<file path="src/rtl/div_pkg.sv">
package div_pkg;
    typedef enum logic [1:0] {
        ST_IDLE = 2'd0,
        ST_RUN  = 2'd1,
        ST_FIN  = 2'd2
    } div_state_e;
endpackage

</file>
<file path="src/rtl/div_step.sv">
// One restoring trial: subtract with an extra borrow bit, keep or restore.
module div_step #(
    parameter int W = 64
) (
    input  logic [W-1:0] rem_in,
    input  logic [W-1:0] dvs_in,
    output logic [W-1:0] rem_out,
    output logic         q_bit
);
    logic [W:0] diff;

    always_comb begin
        diff    = {1'b0, rem_in} - {1'b0, dvs_in};
        q_bit   = ~diff[W];
        // a borrow means the trial went negative: the old remainder stands
        rem_out = diff[W] ? rem_in : diff[W-1:0];
    end
endmodule

</file>
<file path="src/rtl/div_ctrl.sv">
module div_ctrl
    import div_pkg::*;
#(
    parameter int N = 32
) (
    input  logic clk,
    input  logic rst_n,
    input  logic start,
    input  logic dvs_zero,
    output logic busy,
    output logic done,
    output logic load,
    output logic zload,
    output logic step
);
    localparam int CW = $clog2(N + 2);
    localparam logic [CW-1:0] LAST = CW'(N);

    div_state_e state_q, state_d;
    logic [CW-1:0] cnt_q;

    // state register and step counter
    always_ff @(posedge clk or negedge rst_n) begin
        if (!rst_n) begin
            state_q <= ST_IDLE;
            cnt_q   <= '0;
        end else begin
            state_q <= state_d;
            if (load)
                cnt_q <= '0;
            else if (step)
                cnt_q <= cnt_q + 1'b1;
        end
    end

    always_comb begin
        state_d = state_q;
        unique case (state_q)
            ST_IDLE: if (start) state_d = dvs_zero ? ST_FIN : ST_RUN;
            ST_RUN:  if (cnt_q == LAST) state_d = ST_FIN;
            ST_FIN:  state_d = ST_IDLE;
            default: state_d = ST_IDLE;
        endcase
    end

    // outputs
    always_comb begin
        busy  = (state_q == ST_RUN);
        done  = (state_q == ST_FIN);
        step  = (state_q == ST_RUN);
        load  = (state_q == ST_IDLE) && start && !dvs_zero;
        zload = (state_q == ST_IDLE) && start && dvs_zero;
    end
endmodule

</file>
<file path="src/rtl/restoring_divider.sv">
module restoring_divider #(
    parameter int N = 32
) (
    input  logic           clk,
    input  logic           rst_n,
    input  logic           start,
    input  logic [2*N-1:0] dividend,
    input  logic [N-1:0]   divisor,
    output logic           busy,
    output logic           done,
    output logic           div_zero,
    output logic [N-1:0]   res_hi,
    output logic [N-1:0]   res_lo
);
    localparam int W = 2 * N;

    logic [W-1:0] rem_q, dvs_q, rem_nx;
    logic [N-1:0] quo_q;
    logic         dz_q, q_bit;
    logic         load, zload, step;

    div_ctrl #(.N(N)) u_ctrl (
        .clk      (clk),
        .rst_n    (rst_n),
        .start    (start),
        .dvs_zero (divisor == '0),
        .busy     (busy),
        .done     (done),
        .load     (load),
        .zload    (zload),
        .step     (step)
    );

    div_step #(.W(W)) u_step (
        .rem_in  (rem_q),
        .dvs_in  (dvs_q),
        .rem_out (rem_nx),
        .q_bit   (q_bit)
    );

    always_ff @(posedge clk or negedge rst_n) begin
        if (!rst_n) begin
            rem_q <= '0;
            dvs_q <= '0;
            quo_q <= '0;
            dz_q  <= 1'b0;
        end else if (load) begin
            rem_q <= dividend;
            dvs_q <= {divisor, {N{1'b0}}};
            quo_q <= '0;
            dz_q  <= 1'b0;
        end else if (zload) begin
            rem_q <= dividend;
            dvs_q <= '0;
            quo_q <= '1;
            dz_q  <= 1'b1;
        end else if (step) begin
            rem_q <= rem_nx;
            quo_q <= {quo_q[N-2:0], q_bit};
            dvs_q <= dvs_q >> 1;
        end
    end

    assign res_hi   = rem_q[N-1:0];
    assign res_lo   = quo_q;
    assign div_zero = dz_q;
endmodule

</file>
<file path="config.mk">
export PLATFORM = sky130hd
export DESIGN_NAME = restoring_divider
export DESIGN_NICKNAME = d
export VERILOG_FILES = /design/src/rtl/div_pkg.sv /design/src/rtl/div_step.sv /design/src/rtl/div_ctrl.sv /design/src/rtl/restoring_divider.sv
export SDC_FILE = /design/constraint.sdc
export NUM_CORES = 1
export LEC_CHECK = 0
export ABC_AREA = 1
export CELL_PAD_IN_SITES_DETAIL_PLACEMENT = 1
export CELL_PAD_IN_SITES_GLOBAL_PLACEMENT = 1
export CORE_MARGIN = 5
export CORE_UTILIZATION = 43
export CTS_BUF_LIST = sky130_fd_sc_hd__clkbuf_4 sky130_fd_sc_hd__clkbuf_8 sky130_fd_sc_hd__clkbuf_16
export CTS_CLUSTER_SIZE = 8
export DETAILED_ROUTE_END_ITERATION = 8
export PLACE_DENSITY = 0.95
export SETUP_SLACK_MARGIN = 0.5
export SYNTH_ARGS = -nofsm -noshare
export SYNTH_HDL_FRONTEND = slang
export SYNTH_HIERARCHICAL = 1
export SYNTH_SLANG_ARGS = --single-unit
</file>
<file path="constraint.sdc">
create_clock -name clk -period 4.52 [get_ports clk]
set_input_delay 0.678 -clock clk [delete_from_list [all_inputs] [get_ports clk]]
set_output_delay 0.678 -clock clk [all_outputs]
set_load 0.02 [all_outputs]
</file>
==> results of run 1 <==
through the flow:
step	area (µm²)	hold WS, ps	instances
after floorplan	15000	382	2563
after global placement	16600	471	3083
after detailed placement	16600	495	3083
after CTS	17200	372	3114
after global routing	17200	419	3114
final	17200	343	3114
worst max-delay path, cell delays in order, from the launching register on:
cell and delay [ps]:
sky130_fd_sc_hd__dfrtp_1 380, sky130_fd_sc_hd__inv_1 70, sky130_fd_sc_hd__ha_1 230, sky130_fd_sc_hd__fa_1 420, sky130_fd_sc_hd__inv_1 90, sky130_fd_sc_hd__nand3_1 90
sky130_fd_sc_hd__nand2_2 130, sky130_fd_sc_hd__nand2_2 70, sky130_fd_sc_hd__nand2_4 80, sky130_fd_sc_hd__nand2_2 50, sky130_fd_sc_hd__nand2_2 70, sky130_fd_sc_hd__nand2_1 70
sky130_fd_sc_hd__nand2_2 130, sky130_fd_sc_hd__nand2_2 80, sky130_fd_sc_hd__nand2_4 330, sky130_fd_sc_hd__buf_4 510, sky130_fd_sc_hd__nand3_2 210, sky130_fd_sc_hd__nand2_1 110
sky130_fd_sc_hd__nor2_1 50, sky130_fd_sc_hd__nand2_1 110, sky130_fd_sc_hd__o21ai_0 120, sky130_fd_sc_hd__nor2_1 120
cell usage in the layout, fill, tap and decap left out, types with 9 or more instances in the layout:
master and n:
sky130_fd_sc_hd__a21oi_1 62, sky130_fd_sc_hd__buf_4 9, sky130_fd_sc_hd__clkbuf_16 17, sky130_fd_sc_hd__clkdlybuf4s50_1 164, sky130_fd_sc_hd__dfrtp_1 169, sky130_fd_sc_hd__ha_1 66, sky130_fd_sc_hd__inv_1 440, sky130_fd_sc_hd__inv_2 14
sky130_fd_sc_hd__nand2_1 1020, sky130_fd_sc_hd__nand3_1 95, sky130_fd_sc_hd__nand3_2 9, sky130_fd_sc_hd__nand4_1 30, sky130_fd_sc_hd__nor2_1 266, sky130_fd_sc_hd__nor3_1 15, sky130_fd_sc_hd__o21ai_0 162, sky130_fd_sc_hd__o21ai_1 35
sky130_fd_sc_hd__xor2_1 30
registers in the layout, summed over array words and instances, names as in the netlist:
name and count:
res_lo 32, u_ctrl/state_q 2, u_ctrl/cnt_q 6, div_zero 1, dvs_q 64, rem_q 64
kinds of logic (layout without fill, tap and decap cells):
family | count (synthesis) | count (layout)
AOI/OAI and AO/OA | 262 | 262
xor gates and xnor gates | 31 | 31
adders and majority gates | 67 | 67
buffers and inverters | 568 | 664
DFF | 169 | 169
and+or+nand+nor | 1466 | 1466
cells in the mapped netlist (15+ instances only):
master / count
sky130_fd_sc_hd__inv_2: 15
sky130_fd_sc_hd__a21oi_1: 62
sky130_fd_sc_hd__nand3_1: 95
sky130_fd_sc_hd__nor2_1: 267
sky130_fd_sc_hd__buf_4: 41
sky130_fd_sc_hd__dfrtp_1: 169
sky130_fd_sc_hd__xor2_1: 30
sky130_fd_sc_hd__inv_1: 440
sky130_fd_sc_hd__o21ai_1: 35
sky130_fd_sc_hd__o21ai_0: 162
sky130_fd_sc_hd__nand2_1: 1020
sky130_fd_sc_hd__ha_1: 66
sky130_fd_sc_hd__nor3_1: 15
sky130_fd_sc_hd__nand4_1: 30
sky130_fd_sc_hd__clkbuf_1: 25
sky130_fd_sc_hd__buf_2: 31
what timing repair did:
| action | 4_1_cts | 5_1_grt |
|---|---|---|
| hold endpoints to repair | 0 | 0 |
| buffers inserted | 0 | 0 |
| gates resized for setup | 0 | 2 |
| hold buffers | 0 | 0 |
| setup endpoints to repair | 0 | 2 |
cell type report:
cell class | count | area (µm²)
repair buffers | 177 | 1780
clock buffers | 21 | 462
well taps | 455 | 569
multi-input cells | 1826 | 8330
flip-flops and latches | 169 | 4230
inverters | 456 | 1710
clock inverters | 10 | 144
fillers | 4824 | 17200
per-layer routing:
layer | up-vias | GRT usage, % | routed length [µm]
li1 | 7866 | - | -
met5 | - | 0 | 0
met2 | 432 | 48.2 | 26300
met4 | 0 | 8.89 | 1510
met3 | 94 | 4.96 | 3010
met1 | 7923 | 40.3 | 26300
worst min path at each step:
stage,from,end,slack (ps),cells past startpoint
floorplan,rst_n,div_zero,380,0
global placement,res_lo[31],res_lo[31],470,2
detailed placement,dvs_q[50],dvs_q[50],500,2
CTS,rst_n,res_lo[24],370,1
global route,rst_n,rem_q[3],420,1
finish,rst_n,rem_q[2],340,1
==> parameters.txt, run 1 <==
Parameter                              Value

Outcome
  Run status    finished, final reports clean

Timing
  Share of the clock period used by the worst path    80.6%
  Setup repair after global routing missed its margin    no
  Setup WS post-layout    879 ps
  Final setup TNS    0 ps
  Slew @ Worst Pin    1110 ps
  Number of pins exceeding their max-slew limit in the final report    0
  Max_slew headroom    25.9%
  Crit path time final    3640 ps
  Final Skew    14.0 ps
  Setup violations, final    0
  Final hold violation count    0
  Top achievable clock speed    0.275 GHz

Worst setup path
  Endpoint of the worst register-to-register path    rem_q[33]
  Max FO, Critical Path    37
  Origin of the worst setup path    rem_q[0]
  Critical Path Start Type    register
  CP Capture Point    rem_q[33]
  FF-to-FF setup slack    880 ps
  Sort of element at the end of the critical path    register
  Critical path data arrival time    4030 ps
  Reg2reg start    rem_q[0]
  Worst Setup Path Type    reg2reg
  Required @ worst endpoint    4910 ps
  Number of cells on the worst reg-to-reg path    21

Synth
  Post-synthesis sequential element count    169
  Share of the synthesized netlist area taken by xor and xnor gates    1.81%
  Synth area leaders    sky130_fd_sc_hd__dfrtp_1 (28%), sky130_fd_sc_hd__nand2_1 (26%), sky130_fd_sc_hd__inv_1 (11%)
  Number of nets in the synthesized netlist    2,729
  Adder-Cell Fraction of Synth Area    5.64%
  Post-synthesis mux area share    0%
  Number of enable-type register cells in the synthesized netlist    0
  Register area share after synthesis    28.2%
  Ys async rst share    100%
  Combinational family with the most area after synthesis    simple AND/OR/NAND/NOR gates
  Count of cell types in the netlist    33
  Avg Cell Area, Syn    5.85 µm²
  Cell type with the largest total area after synthesis    sky130_fd_sc_hd__dfrtp_1
  Synth Cell Area    0.0150 mm²
  Complex-gate fraction of the synthesized area    8.81%
  Instance count of the mapped netlist    2,563
  Top_reg_cell synth    sky130_fd_sc_hd__dfrtp_1
  Area fraction of the dominant cell type after synthesis    28.2%
  Simple-gate portion of the synthesized area    39.3%
  Number of warnings reported in the yosys synthesis log    6

Place
  Worst slack at placement    820 ps
  Detail Placement HPWL    44,100 µm
  Number of port buffers    165
  Routability congestion estimate from global placement    0.984

Route
  Pre-antenna DRT Iters    5
  Count of antenna-violating nets left after detailed routing    0
  Number of remaining DRC errors    0
  Via density    5.24
  Via count    16,315
  Total wire length after detailed routing    57,100 µm
  Routed length per instance    18.3 µm
  Number of violations reported at the end of detailed-routing iteration 0    981

Clock network
  Clock latency on the worst-skew pair    460 ps
  Clock Tree Root    sky130_fd_sc_hd__clkbuf_16
  Number of buffers added by the clock tree synthesis step    17
  Number of levels in the clock H-tree    4
  Max Root-Sink Buffers    2
  Clock tree from TritonCTS    yes
  Clock sink count    169
  Clock transition at path regs    70 ps

Floorplan
  Top-level port count    166
  Core footprint    0.0345 mm²
  Die boundary height    197 µm
  Area enclosed by the die boundary    0.0387 mm²
  Site row count    68
  Die boundary width    197 µm
  Starting utilization of the core area    43.5%

GRT
  Wire length of the first global-routing pass    91,700 µm
  Number of antenna violations at the first check in global routing    0
  GRT Util Overall    29.5%
  Maximum number of pins on one net before global-route repair    116
  Total overflow reported by the global router    0
  Vias in the first global route    17,191

Cells and area
  Share of cells above drive strength 1    3.38%
  Antenna cells    0
  Final layout net count    2,813
  Utilization after layout    50.0%
  Synth-to-Final Area Change    14.9%

Run
  Number of max-cap violations    0

Min path
  Classification of the worst-slack hold path    in2async
Power of run 1 is left out: the tool's default activity adds up to more than one toggle a clock period on the data nets, which glitch-free logic cannot reach.
==> run 2, diff against run 1 <==
- CORE_UTILIZATION: 43 -> 40
- PLACE_DENSITY: 0.95 -> 0.92
- clock period: 4.52 -> 3.8 ns (I/O delays scaled with it)
==> run 2 against run 1 <==
  * Critical path depth is 4 lower
  * Hold slack worse by 230 ps
  * Critical path type unchanged
  * First-iteration DRC count is 9.0% lower
  * Cell area is 1.1% higher
  * Utilization is 3.3 points lower
  * Routed wire length is 0.93% higher
==> parameters.txt, run 2 (synthesized netlist as in run 1, its figures left out) <==
Parameter                              Value

GRT
  Wire length of the first global-routing pass    91,200 µm
  Maximum number of pins on one net before global-route repair    94
  Vias in the first global route    16,924
  Met3 track demand over resource    3.72%
  Number of antenna violations at the first check in global routing    0
  Total overflow reported by the global router    0
  Busiest layer in global routing    met2
  Met1 Track Usage GR    38.8%
  GRT Util Overall    27.5%
  Global Route met2 Usage    45.6%

Run
  Number of max-cap violations    0

Worst setup path
  Reg2reg start    dvs_q[51]
  Max FO, Critical Path    34
  Worst Setup Path Type    reg2reg
  Number of cells on the worst reg-to-reg path    17
  Critical path data arrival time    3430 ps
  Required @ worst endpoint    4140 ps
  FF-to-FF setup slack    710 ps
  Critical Path Start Type    register
  Endpoint of the worst register-to-register path    rem_q[43]
  Sort of element at the end of the critical path    register

Cells and area
  Final layout net count    2,821
  Top library cells by usage in the layout, fill and taps aside    sky130_fd_sc_hd__nand2_1 (1,020), sky130_fd_sc_hd__inv_1 (440), sky130_fd_sc_hd__nor2_1 (266)
  Synth-to-Final Area Change    16.2%
  Most common cell after layout, fill and taps aside    sky130_fd_sc_hd__nand2_1
  Share of cells above drive strength 1    3.75%
  Antenna cells    0

Timing
  Setup repair after global routing missed its margin    yes
  Number of pins exceeding their max-slew limit in the final report    0
  Crit path time final    3090 ps
  Final setup TNS    0 ps
  Top achievable clock speed    0.324 GHz
  Share of the clock period used by the worst path    81.2%
  Final Skew    11.4 ps
  Slew @ Worst Pin    975 ps
  Max_slew headroom    34.9%
  Setup violations, final    0
  Final hold violation count    0

Route
  Total wire length after detailed routing    57,600 µm
  Routed length per instance    18.3 µm
  Number of violations reported at the end of detailed-routing iteration 0    893
  Via count    16,103
  Count of antenna-violating nets left after detailed routing    0
  Number of remaining DRC errors    0
  Pre-antenna DRT Iters    7
  Via density    5.13

Clock network
  Number of levels in the clock H-tree    4
  Number of buffers added by the clock tree synthesis step    17
  Clock transition at path regs    80 ps
  Clock tree from TritonCTS    yes
  Number of setup buffers added after CTS    0
  Clock Tree Root    sky130_fd_sc_hd__clkbuf_16
  Clock sink count    169
  Max Root-Sink Buffers    2
  # hold bufs at CTS    0
  Clock latency on the worst-skew pair    460 ps

Floorplan
  Die boundary width    204 µm
  Starting utilization of the core area    40.2%
  Site row count    71
  Top-level port count    166
  Die boundary height    204 µm
  Core footprint    0.0373 mm²
  Area enclosed by the die boundary    0.0415 mm²

Place
  Number of port buffers    165
  Detail Placement HPWL    44,500 µm
  Routability congestion estimate from global placement    0.968

Min path
  Classification of the worst-slack hold path    in2async

Outcome
  Run status    finished, final reports clean
[run 2: worst max path at each step]
stage / start / to / slack (ps) / cells after the start
final: dvs_q[51] / rem_q[43] / 710 / 17
after global routing: rem_q[0] / rem_q[43] / 490 / 21
after CTS: rem_q[0] / rem_q[43] / 570 / 21
after detailed placement: divisor[31] / res_lo[6] / 300 / 14
after global placement: dvs_q[57] / rem_q[63] / 450 / 16
after floorplan: rem_q[0] / rem_q[43] / 1300 / 22
[run 2: repair_timing]
action	4_1_cts	5_1_grt
setup endpoints to repair	63	60
cloned	0	1
endpoints found under the hold margin	0	0
pin swaps	0	0
resized for setup	3	9
[run 2: layout make-up]
class,instances,area [µm²]
clock buffer,18,439
timing repair buffer,185,1920
inverter,456,1730
multi-input combinational,1826,8340
clock inverter,14,163
tap,474,593
fill,5167,19900
sequential,169,4230
[run 2: metrics by stage]
stage	cells	hold WS, ps	area, µm²	utilization, %	setup WS [ps]
6_report	3142	115	17400	46.7	713
5_1_grt	3142	158	17400	46.7	491
4_1_cts	3141	134	17300	46.5	571
3_5_place_dp	3109	490	16700	44.9	303
3_3_place_gp	3109	468	16700	44.9	446
2_1_floorplan	2563	274	15000	-	1300
[run 2: critical path: stages, from the launching register on]
cell and delay, ps:
sky130_fd_sc_hd__dfrtp_1 380, sky130_fd_sc_hd__inv_1 120, sky130_fd_sc_hd__ha_1 310, sky130_fd_sc_hd__nand2_1 210, sky130_fd_sc_hd__inv_1 60, sky130_fd_sc_hd__a21oi_1 270, sky130_fd_sc_hd__o21ai_1 130, sky130_fd_sc_hd__nand2_1 80
sky130_fd_sc_hd__nand3_1 70, sky130_fd_sc_hd__nor2_1 300, sky130_fd_sc_hd__nand2_8 160, sky130_fd_sc_hd__buf_16 220, sky130_fd_sc_hd__nand3_1 130, sky130_fd_sc_hd__nand2_1 70, sky130_fd_sc_hd__o21ai_0 170, sky130_fd_sc_hd__nand2_1 70
sky130_fd_sc_hd__o21ai_0 100, sky130_fd_sc_hd__inv_1 100
[run 2: per-layer routing]
layer,part of all wire (%),up-vias,wire length (µm)
li1,-,7887,-
met1,49,7869,28100
met2,46,298,26400
met3,4.0,49,2300
met4,1.4,0,805
met5,0,-,0
Power of run 2 is left out for the same reason.
